--- src/rtl/prescale_pkg.sv ---
package prescale_pkg;
  typedef enum logic [1:0] {
    MODE_SEARCH   = 2'd0,
    MODE_FIX128   = 2'd1,
    MODE_FIX127   = 2'd2,
    MODE_FIX128_B = 2'd3
  } mode_e;

  typedef enum logic [1:0] {ST_IDLE = 2'd0, ST_DIV = 2'd1, ST_SRCH = 2'd2} calc_st_e;

  localparam int DIV_W       = 16;
  localparam int LOOP_MAX    = 255;
  localparam int ROOT_W      = 8;
  localparam int SEARCH_DEN  = 60 * 4;
  localparam int FIX128_DEN  = 4 * 128 * 100;
  localparam int FIX127_DEN  = 4 * 127 * 50;
  localparam int FIX127_BASE = 127 << 8;

  function automatic logic [DIV_W-1:0] mode_den(mode_e m);
    case (m)
      MODE_SEARCH: mode_den = DIV_W'(SEARCH_DEN);
      MODE_FIX127: mode_den = DIV_W'(FIX127_DEN);
      default:     mode_den = DIV_W'(FIX128_DEN);
    endcase
  endfunction
endpackage

--- src/rtl/prescale_div.sv ---
module prescale_div #(
  parameter int DW = 28,
  parameter int VW = 16
) (
  input  logic          clk_i,
  input  logic          rst_ni,
  input  logic          start_i,
  input  logic [DW-1:0] dividend_i,
  input  logic [VW-1:0] divisor_i,
  output logic [DW-1:0] quot_o,
  output logic          done_o
);
  localparam int CW = $clog2(DW + 1);

  logic [DW-1:0] sh_q;
  logic [VW-1:0] rem_q, dvs_q;
  logic [CW-1:0] cnt_q;
  logic          run_q;
  logic [VW:0]   trial, diff;
  logic          fit;

  // restoring step: shift in next dividend bit, subtract if it fits
  assign trial  = {rem_q, sh_q[DW-1]};
  assign fit    = trial >= {1'b0, dvs_q};
  assign diff   = trial - {1'b0, dvs_q};
  assign quot_o = sh_q;

  always_ff @(posedge clk_i or negedge rst_ni) begin
    if (!rst_ni) begin
      sh_q   <= '0;
      rem_q  <= '0;
      dvs_q  <= '0;
      cnt_q  <= '0;
      run_q  <= 1'b0;
      done_o <= 1'b0;
    end else begin
      done_o <= 1'b0;
      if (start_i) begin
        sh_q  <= dividend_i;
        rem_q <= '0;
        dvs_q <= divisor_i;
        cnt_q <= CW'(DW);
        run_q <= 1'b1;
      end else if (run_q) begin
        sh_q  <= {sh_q[DW-2:0], fit};
        rem_q <= fit ? diff[VW-1:0] : trial[VW-1:0];
        cnt_q <= cnt_q - 1'b1;
        if (cnt_q == CW'(1)) begin
          run_q  <= 1'b0;
          done_o <= 1'b1;
        end
      end
    end
  end
endmodule

--- src/rtl/prescale_search.sv ---
module prescale_search #(
  parameter int NW   = 28,
  parameter int LBW  = 8,
  parameter int LMAX = 255
) (
  input  logic           clk_i,
  input  logic           rst_ni,
  input  logic           start_i,
  input  logic [NW-1:0]  nm_i,
  output logic [LBW-1:0] root_o,
  output logic           sat_o,
  output logic           done_o
);
  localparam int SW = 2 * LBW + 1;
  localparam int MW = (NW > SW) ? NW : SW;

  logic [LBW-1:0] l_q;
  logic [SW-1:0]  sq_q;
  logic [NW-1:0]  nm_q;
  logic           run_q;
  logic           hit;

  // nm / L < L  <=>  nm < L*L ; L*L kept incrementally
  assign hit = MW'(nm_q) < MW'(sq_q);

  always_ff @(posedge clk_i or negedge rst_ni) begin
    if (!rst_ni) begin
      l_q    <= '0;
      sq_q   <= '0;
      nm_q   <= '0;
      run_q  <= 1'b0;
      root_o <= '0;
      sat_o  <= 1'b0;
      done_o <= 1'b0;
    end else begin
      done_o <= 1'b0;
      if (start_i) begin
        l_q   <= LBW'(1);
        sq_q  <= SW'(1);
        nm_q  <= nm_i;
        run_q <= 1'b1;
      end else if (run_q) begin
        if (hit) begin
          root_o <= l_q;
          sat_o  <= 1'b0;
          done_o <= 1'b1;
          run_q  <= 1'b0;
        end else if (l_q == LBW'(LMAX - 1)) begin
          root_o <= LBW'(LMAX);
          sat_o  <= 1'b1;
          done_o <= 1'b1;
          run_q  <= 1'b0;
        end else begin
          l_q  <= l_q + 1'b1;
          sq_q <= sq_q + {SW'(l_q), 1'b1};
        end
      end
    end
  end
endmodule

--- src/rtl/prescale_calc.sv ---
module prescale_calc
  import prescale_pkg::*;
#(
  parameter int CLK_W = 24
) (
  input  logic             clk_i,
  input  logic             rst_ni,
  input  logic             start_i,
  input  logic [1:0]       mode_i,
  input  logic [CLK_W-1:0] eclk_i,
  output logic [15:0]      prescale_o,
  output logic             done_o,
  output logic             sat_o
);
  localparam int DW = CLK_W + 4;

  calc_st_e          st_q;
  mode_e             mode_q;
  logic              accept;
  logic [DW-1:0]     dividend, quot;
  logic              div_done, srch_start, srch_done, srch_sat;
  logic [ROOT_W-1:0] root;
  logic [15:0]       closed_word;

  assign accept     = start_i && (st_q == ST_IDLE);
  assign dividend   = ({4'b0, eclk_i} << 3) + ({4'b0, eclk_i} << 1);
  assign srch_start = div_done && (mode_q == MODE_SEARCH);
  assign closed_word = (mode_q == MODE_FIX127) ? 16'(FIX127_BASE) + quot[15:0]
                                               : {quot[7:0] + 8'd1, 8'h80};

  prescale_div #(.DW(DW), .VW(DIV_W)) u_div (
    .clk_i      (clk_i),
    .rst_ni     (rst_ni),
    .start_i    (accept),
    .dividend_i (dividend),
    .divisor_i  (mode_den(mode_e'(mode_i))),
    .quot_o     (quot),
    .done_o     (div_done)
  );

  prescale_search #(.NW(DW), .LBW(ROOT_W), .LMAX(LOOP_MAX)) u_srch (
    .clk_i   (clk_i),
    .rst_ni  (rst_ni),
    .start_i (srch_start),
    .nm_i    (quot),
    .root_o  (root),
    .sat_o   (srch_sat),
    .done_o  (srch_done)
  );

  always_ff @(posedge clk_i or negedge rst_ni) begin
    if (!rst_ni) begin
      st_q       <= ST_IDLE;
      mode_q     <= MODE_SEARCH;
      prescale_o <= '0;
      sat_o      <= 1'b0;
      done_o     <= 1'b0;
    end else begin
      done_o <= 1'b0;
      case (st_q)
        ST_IDLE: if (accept) begin
          mode_q <= mode_e'(mode_i);
          st_q   <= ST_DIV;
        end
        ST_DIV: if (div_done) begin
          if (mode_q == MODE_SEARCH) st_q <= ST_SRCH;
          else begin
            prescale_o <= closed_word;
            sat_o      <= 1'b0;
            done_o     <= 1'b1;
            st_q       <= ST_IDLE;
          end
        end
        ST_SRCH: if (srch_done) begin
          prescale_o <= {root - 8'd1, root - 8'd2};
          sat_o      <= srch_sat;
          done_o     <= 1'b1;
          st_q       <= ST_IDLE;
        end
        default: st_q <= ST_IDLE;
      endcase
    end
  end
endmodule

--- config.mk ---
export PLATFORM = sky130hd
export DESIGN_NAME = prescale_calc
export DESIGN_NICKNAME = d
export VERILOG_FILES = /design/src/rtl/prescale_pkg.sv /design/src/rtl/prescale_div.sv /design/src/rtl/prescale_search.sv /design/src/rtl/prescale_calc.sv
export SDC_FILE = /design/constraint.sdc
export NUM_CORES = 1
export LEC_CHECK = 0
export CAP_MARGIN = 20
export CORE_ASPECT_RATIO = 0.9
export CORE_MARGIN = 4
export CORE_UTILIZATION = 30
export DETAILED_ROUTE_END_ITERATION = 12
export PLACE_DENSITY_LB_ADDON = 0.15
export SYNTH_ARGS = -nofsm -noshare
export SYNTH_HDL_FRONTEND = slang
export SYNTH_SLANG_ARGS = --single-unit
--- constraint.sdc ---
create_clock -name clk_i -period 2.4 [get_ports clk_i]
set_input_delay 0.48 -clock clk_i [delete_from_list [all_inputs] [get_ports clk_i]]
set_output_delay 0.48 -clock clk_i [all_outputs]
set_load 0.1 [all_outputs]
## After elaboration in Yosys (flattened, before gate mapping)

Index checks and enable logic that the tools add are counted.

- Register bits after elaboration: 153

- Reduce and logical (&&, ||, !) cells: 14
- Bitwise operators: 1
- Mux-type cells: 52
- Equality and inequality tests: 12
- Magnitude comparators: 2
- $add $sub $neg: 9

Operators by type and width:

| operator | number |
|---|---|
| $mux 16 | 7 |
| $mux 17 | 4 |
| $pmux 16 s2 | 2 |
| $mux 28 | 2 |
| $mux 8 | 6 |
| $add 27x25->28 | 1 |
| $lt 28x17->1 | 1 |
| $mux 1 | 22 |
| $add 17x9->17 | 1 |
| $ge 17x16->1 | 1 |
| $add 15x16->16 const A | 1 |
| $add 8x1->8 const B | 2 |
| $sub 16x16->16 | 1 |
| $mux 5 | 2 |
| $reduce_and 3->1 | 3 |
| $eq 8x8->1 const B | 1 |
| $mux 2 | 4 |
| $ne 2x2->1 const B | 4 |
| $reduce_bool 2->1 | 4 |
| $sub 8x1->8 const B | 1 |
| $sub 8x2->8 const B | 1 |
| $eq 2x2->1 const B | 3 |
| $logic_not 2->1 | 3 |
| $pmux 2 s3 | 1 |
| 9 further kinds | 12 |

## Logic depth before layout (Yosys ltp)

- Depth in word-level cells: 5
- Mapped depth: 12

## Cells and area by module

A second synthesis with hierarchy kept.

- Cells, all modules: 1095
- Area total of the unflattened synthesis: 10222.3 µm²

Modules (own cells, without submodules):

| module | times used | area an instance (µm²) | cells each | sequential area each (µm²) |
|---|---|---|---|---|
| prescale_div | 1 | 4023.9 | 439 | 1676.6 |
| prescale_search | 1 | 3480.8 | 308 | 1601.5 |
| prescale_calc | 1 | 2717.6 | 348 | 550.5 |

## Worst setup path before layout

OpenSTA, ideal clock, no wires.

- Kind: in2reg
- Start: input eclk_i[0]
- End: register u_div.sh_q[25] (netlist: u_div.quot_o[25])
- Library setup time: 0.118 ns
- Arrival: 2.612 ns
- Path slack: -0.330 ns
- Cell stages on the path: 10
- Path buffers: 0
- Path through: ha_1 fa_1 a211oi_2 nor3_1 nor4_2 o221ai_2 o31ai_2 o21a_2 xnor2_1 a21o_1

- Cells in the longest elaborated chain, start to end: 2

RTL lines:

| element | RTL line | RTL |
|---|---|---|
| start, declared | prescale_calc.sv:10 | `input logic [CLK_W-1:0] eclk_i,` |
| $add 27x25->28 | prescale_calc.sv:26 | `assign dividend = ({4'b0, eclk_i} << 3) + ({4'b0, eclk_i} << 1);` |
| $mux 28 | prescale_div.sv:38 | `if (start_i) begin` |
| end signal, assigned | prescale_div.sv:39 | `sh_q <= dividend_i;` |
| end signal, assigned | prescale_div.sv:45 | `sh_q <= {sh_q[DW-2:0], fit};` |
| end, declared | prescale_div.sv:15 | `logic [DW-1:0] sh_q;` |

No other way between the ends.
A chain may end at the register's enable or synchronous reset.

## Worst setup path in the final report

- Start: register u_div.dvs_q[13]
- End: register u_div.rem_q[15]

- Cells in the longest elaborated chain, start to end: 4

RTL lines:

| element | RTL line | RTL |
|---|---|---|
| start, declared | prescale_div.sv:16 | `logic [VW-1:0] rem_q, dvs_q;` |
| start signal, assigned | prescale_div.sv:41 | `dvs_q <= divisor_i;` |
| $sub 16x16->16 / $ge 17x16->1 (equally long branches) | prescale_div.sv:25, prescale_div.sv:24 |  |
| $mux 16 * | prescale_div.sv:46 | `rem_q <= fit ? diff[VW-1:0] : trial[VW-1:0];` |
| $mux 16 * | prescale_div.sv:44 | `end else if (run_q) begin` |
| $mux 16 * | prescale_div.sv:38 |  |
| end signal, assigned | prescale_div.sv:46 |  |
| end, declared | prescale_div.sv:16 |  |

Every way passes the cells marked *; elsewhere a longest branch is shown, timed or not. The select of a mux whose other input is x is not followed.

==> results_dict.tcl <==
set metrics [dict create \
    cts_root_buf "clkbuf_16" \
    clk_latency_ps 430 \
    die_h_um 172 \
    status "finished, final reports clean" \
    yosysUniqueCellTypes 66 \
    gp_congestion 0.765 \
    grt_antenna_before_repair 0 \
    drc 0 \
    fmax_ghz 0.418 \
    drive_gt1_share_pct 25.1 \
    r2r_slack_ps 5 \
    grt_pass1_vias 7583 \
    seqCellArea_um2 3550 \
    fin_util_pct 41.4 \
    synth_ff_type "dfrtp_1" \
    numPortBuffers 46 \
    holdPathStages 4 \
    rows 59 \
    coreArea_um2 29200 \
    grt_usage_pct 14.6 \
    switching_share_pct 41.2 \
    ioPinCount 47 \
    worstRegToRegCells 10 \
    clkSinkCount 142 \
    cp.required_ps 2710 \
    r2r-end "u_div.rem_q[15]" \
    die_w_um 190 \
    power.internal_w 0.00831 \
    synth_top_area_cell "dfrtp_1" \
    finalHoldViolations 0 \
    hold_class "input port to flop" \
    area_growth_pct 35.3 \
    synth_edf_count 0 \
    drv_cap 0 \
    detail-route-antenna-nets 0 \
    rsz0062_at_grt "yes" \
    viasPerCell 4.67 \
    synthTopCellsByArea "dfrtp_1 (40%), ha_1 (9.7%), nand2_1 (7.5%), o21ai_0 (5.0%), mux2i_1 (3.9%)" \
    crit_fanout 3 \
    clkTransAtPathRegs_ps 60 \
    overflow 0 \
    slew_headroom_pct 59.7 \
    p_switching_w 0.00582 \
    ys_ff_latch 142 \
    cts_tree "done" \
    grt_max_degree 51 \
    reg2reg_from "u_div.dvs_q[13]" \
    combPwrFrac_pct 52.0 \
    synth.top_cell.area_share_pct 39.8 \
    ctsLongestPathBuffers 2 \
    power_leakage_nw 5.86 \
    crit_type "flop to flop" \
    ys_warn_count 0 \
    ir_drop_v 0.000751 \
    hold_ws_ps 374 \
    syn-cell-area_um2 8930 \
    fill_cells 2975 \
    drv_slew 0 \
    cp.arrival_ps 2710 \
    cp-end-kind "flop" \
    yosysMostFrequentCell "nand2_1" \
    nets 1286 \
    grt_pass1_wl_mm 38.8 \
    startpoint_type "flop" \
    antenna_cells 0 \
    seq_power_share_pct 27.2 \
    initial_core_util_pct 30.6 \
    fin_skew_ps 6.76 \
    post-route-period-util_pct 99.8 \
    dp_hpwl_mm 16.9 \
    drt-pass1-iter-count 4 \
    cts_max_level 4 \
    drtIter0Drc 337 \
    syn_inst 1007 \
    synthesis.nets 1108 \
    period_needed_ps 2390 \
    die-area_um2 32600 \
    clkPwrFrac_pct 20.8 \
    cts_buffers 17 \
    setup_tns_ps 0 \
    synthArstFlopShare_pct 100 \
    vias 7451 \
    yosys-top-cells-count "nand2_1 (179), dfrtp_1 (142), o21ai_0 (89), a21oi_1 (69), ha_1 (69)" \
    setup-violations-final 0 \
    worstMarginPinSlew_ps 604 \
    hold_end "u_div.quot_o[3]" \
    p_per_area_nw_per_um2 1170 \
    routed_wl_mm 22.8 \
    wl_per_cell_um 14.3 \
    syn_avg_cell_area_um2 8.87 \
    ys_seq_area_share_pct 39.8 \
    min_from "eclk_i[0]" \
    multi_input_area_um2 5500 \
]
-- area by class of cell --
type	count	share of cell area, %
multi-input cells	770	45.5
flip-flops and latches	142	29.4
repair buffers	200	13.9
well taps	396	4.10
clock buffers	22	4.09
inverters	54	1.70
clock inverters	10	1.30
-- critical path, cell delays in order (launching register included) --
cell and delay [ps]:
dfrtp_1 410, inv_2 120, ha_4 210, a21o_1 170, a211o_1 270, a211o_1 280, or2_1 260, a21o_1 200
a21oi_2 140, xor2_1 150, o21ai_1 70
-- flip-flops by register name, summed over array words and instances, names as in the netlist, 2 cells and up --
name,cells
u_div.quot_o,28
u_srch.nm_q,28
u_srch.sq_q,17
prescale_o,16
u_div.rem_q,16
u_srch.l_q,8
u_srch.root_o,8
u_div.cnt_q,5
u_div.dvs_q,5
mode_q,2
st_q,2
-- power groups by stage --
stage	combinational, W	clock [W]	sequential, W
after floorplan	0.00418	0	0.00433
after global placement	0.00686	0	0.00387
after detailed placement	0.00689	0	0.00387
after CTS	0.00721	0.00301	0.00384
after global routing	0.00824	0.00310	0.00396
final	0.00734	0.00294	0.00384
-- worst max path at each step --
stage | cells past startpoint | to | start | slack, ps
floorplan | 10 | u_div.quot_o[25] | eclk_i[0] | -210
global placement | 11 | u_div.quot_o[25] | eclk_i[0] | -940
detailed placement | 11 | u_div.quot_o[25] | eclk_i[0] | -960
CTS | 10 | u_srch.sq_q[11] | u_srch.sq_q[1] | 2
global route | 11 | u_srch.sq_q[12] | u_srch.l_q[0] | -100
finish | 10 | u_div.rem_q[15] | u_div.dvs_q[13] | 5
-- layout by cell type, fill, tap and decap left out, drive strengths merged, types with 23 or more instances in the layout --
master / n
a21o: 23
a21oi: 70
buf: 174
clkbuf: 24
dfrtp: 142
ha: 69
inv: 54
mux2i: 35
nand2: 179
nand3: 23
nor2: 52
o21ai: 92
xnor2: 34
xor2: 30
-- stage by stage --
stage / power (W) / setup slack, ps / instances / instance area [µm²]
2_1_floorplan: 0.00852 / -215 / 1007 / 8970
5_1_grt: 0.0153 / -98.1 / 1594 / 12100
3_3_place_gp: 0.0107 / -940 / 1547 / 10800
4_1_cts: 0.0141 / 1.68 / 1589 / 11700
6_report: 0.0141 / 5.50 / 1594 / 12100
3_5_place_dp: 0.0108 / -957 / 1547 / 10800
-- layer usage --
layer	vias to the layer above	GRT usage, %	wire, µm
met2	62	22.9	10000
met3	15	2.58	547
met1	3498	21.1	12100
met4	0	3.21	216
li1	3876	-	-
met5	-	0	0
-- timing repair --
| item | in CTS | in global routing |
|---|---|---|
| setup buffers | 9 | 6 |
| hold buffers | 1 | 0 |
| setup endpoints to repair | 61 | 61 |
| endpoints found under the hold margin | 26 | 0 |
| pin swaps | 27 | 56 |
| resized for setup | 54 | 74 |
-- cells by family after synthesis --
logic type / Yosys count / synth area share, %
AO/OA/AOI/OAI: 256 / 17.7
XOR/XNOR: 64 / 6.27
adder cells (fa/ha/maj): 72 / 10.3
buffers and inverters: 95 / 4.03
flip-flops: 142 / 39.8
multiplexers: 41 / 4.68
AND/OR/NAND/NOR: 337 / 17.2
Power figures use the tool's default switching activity.
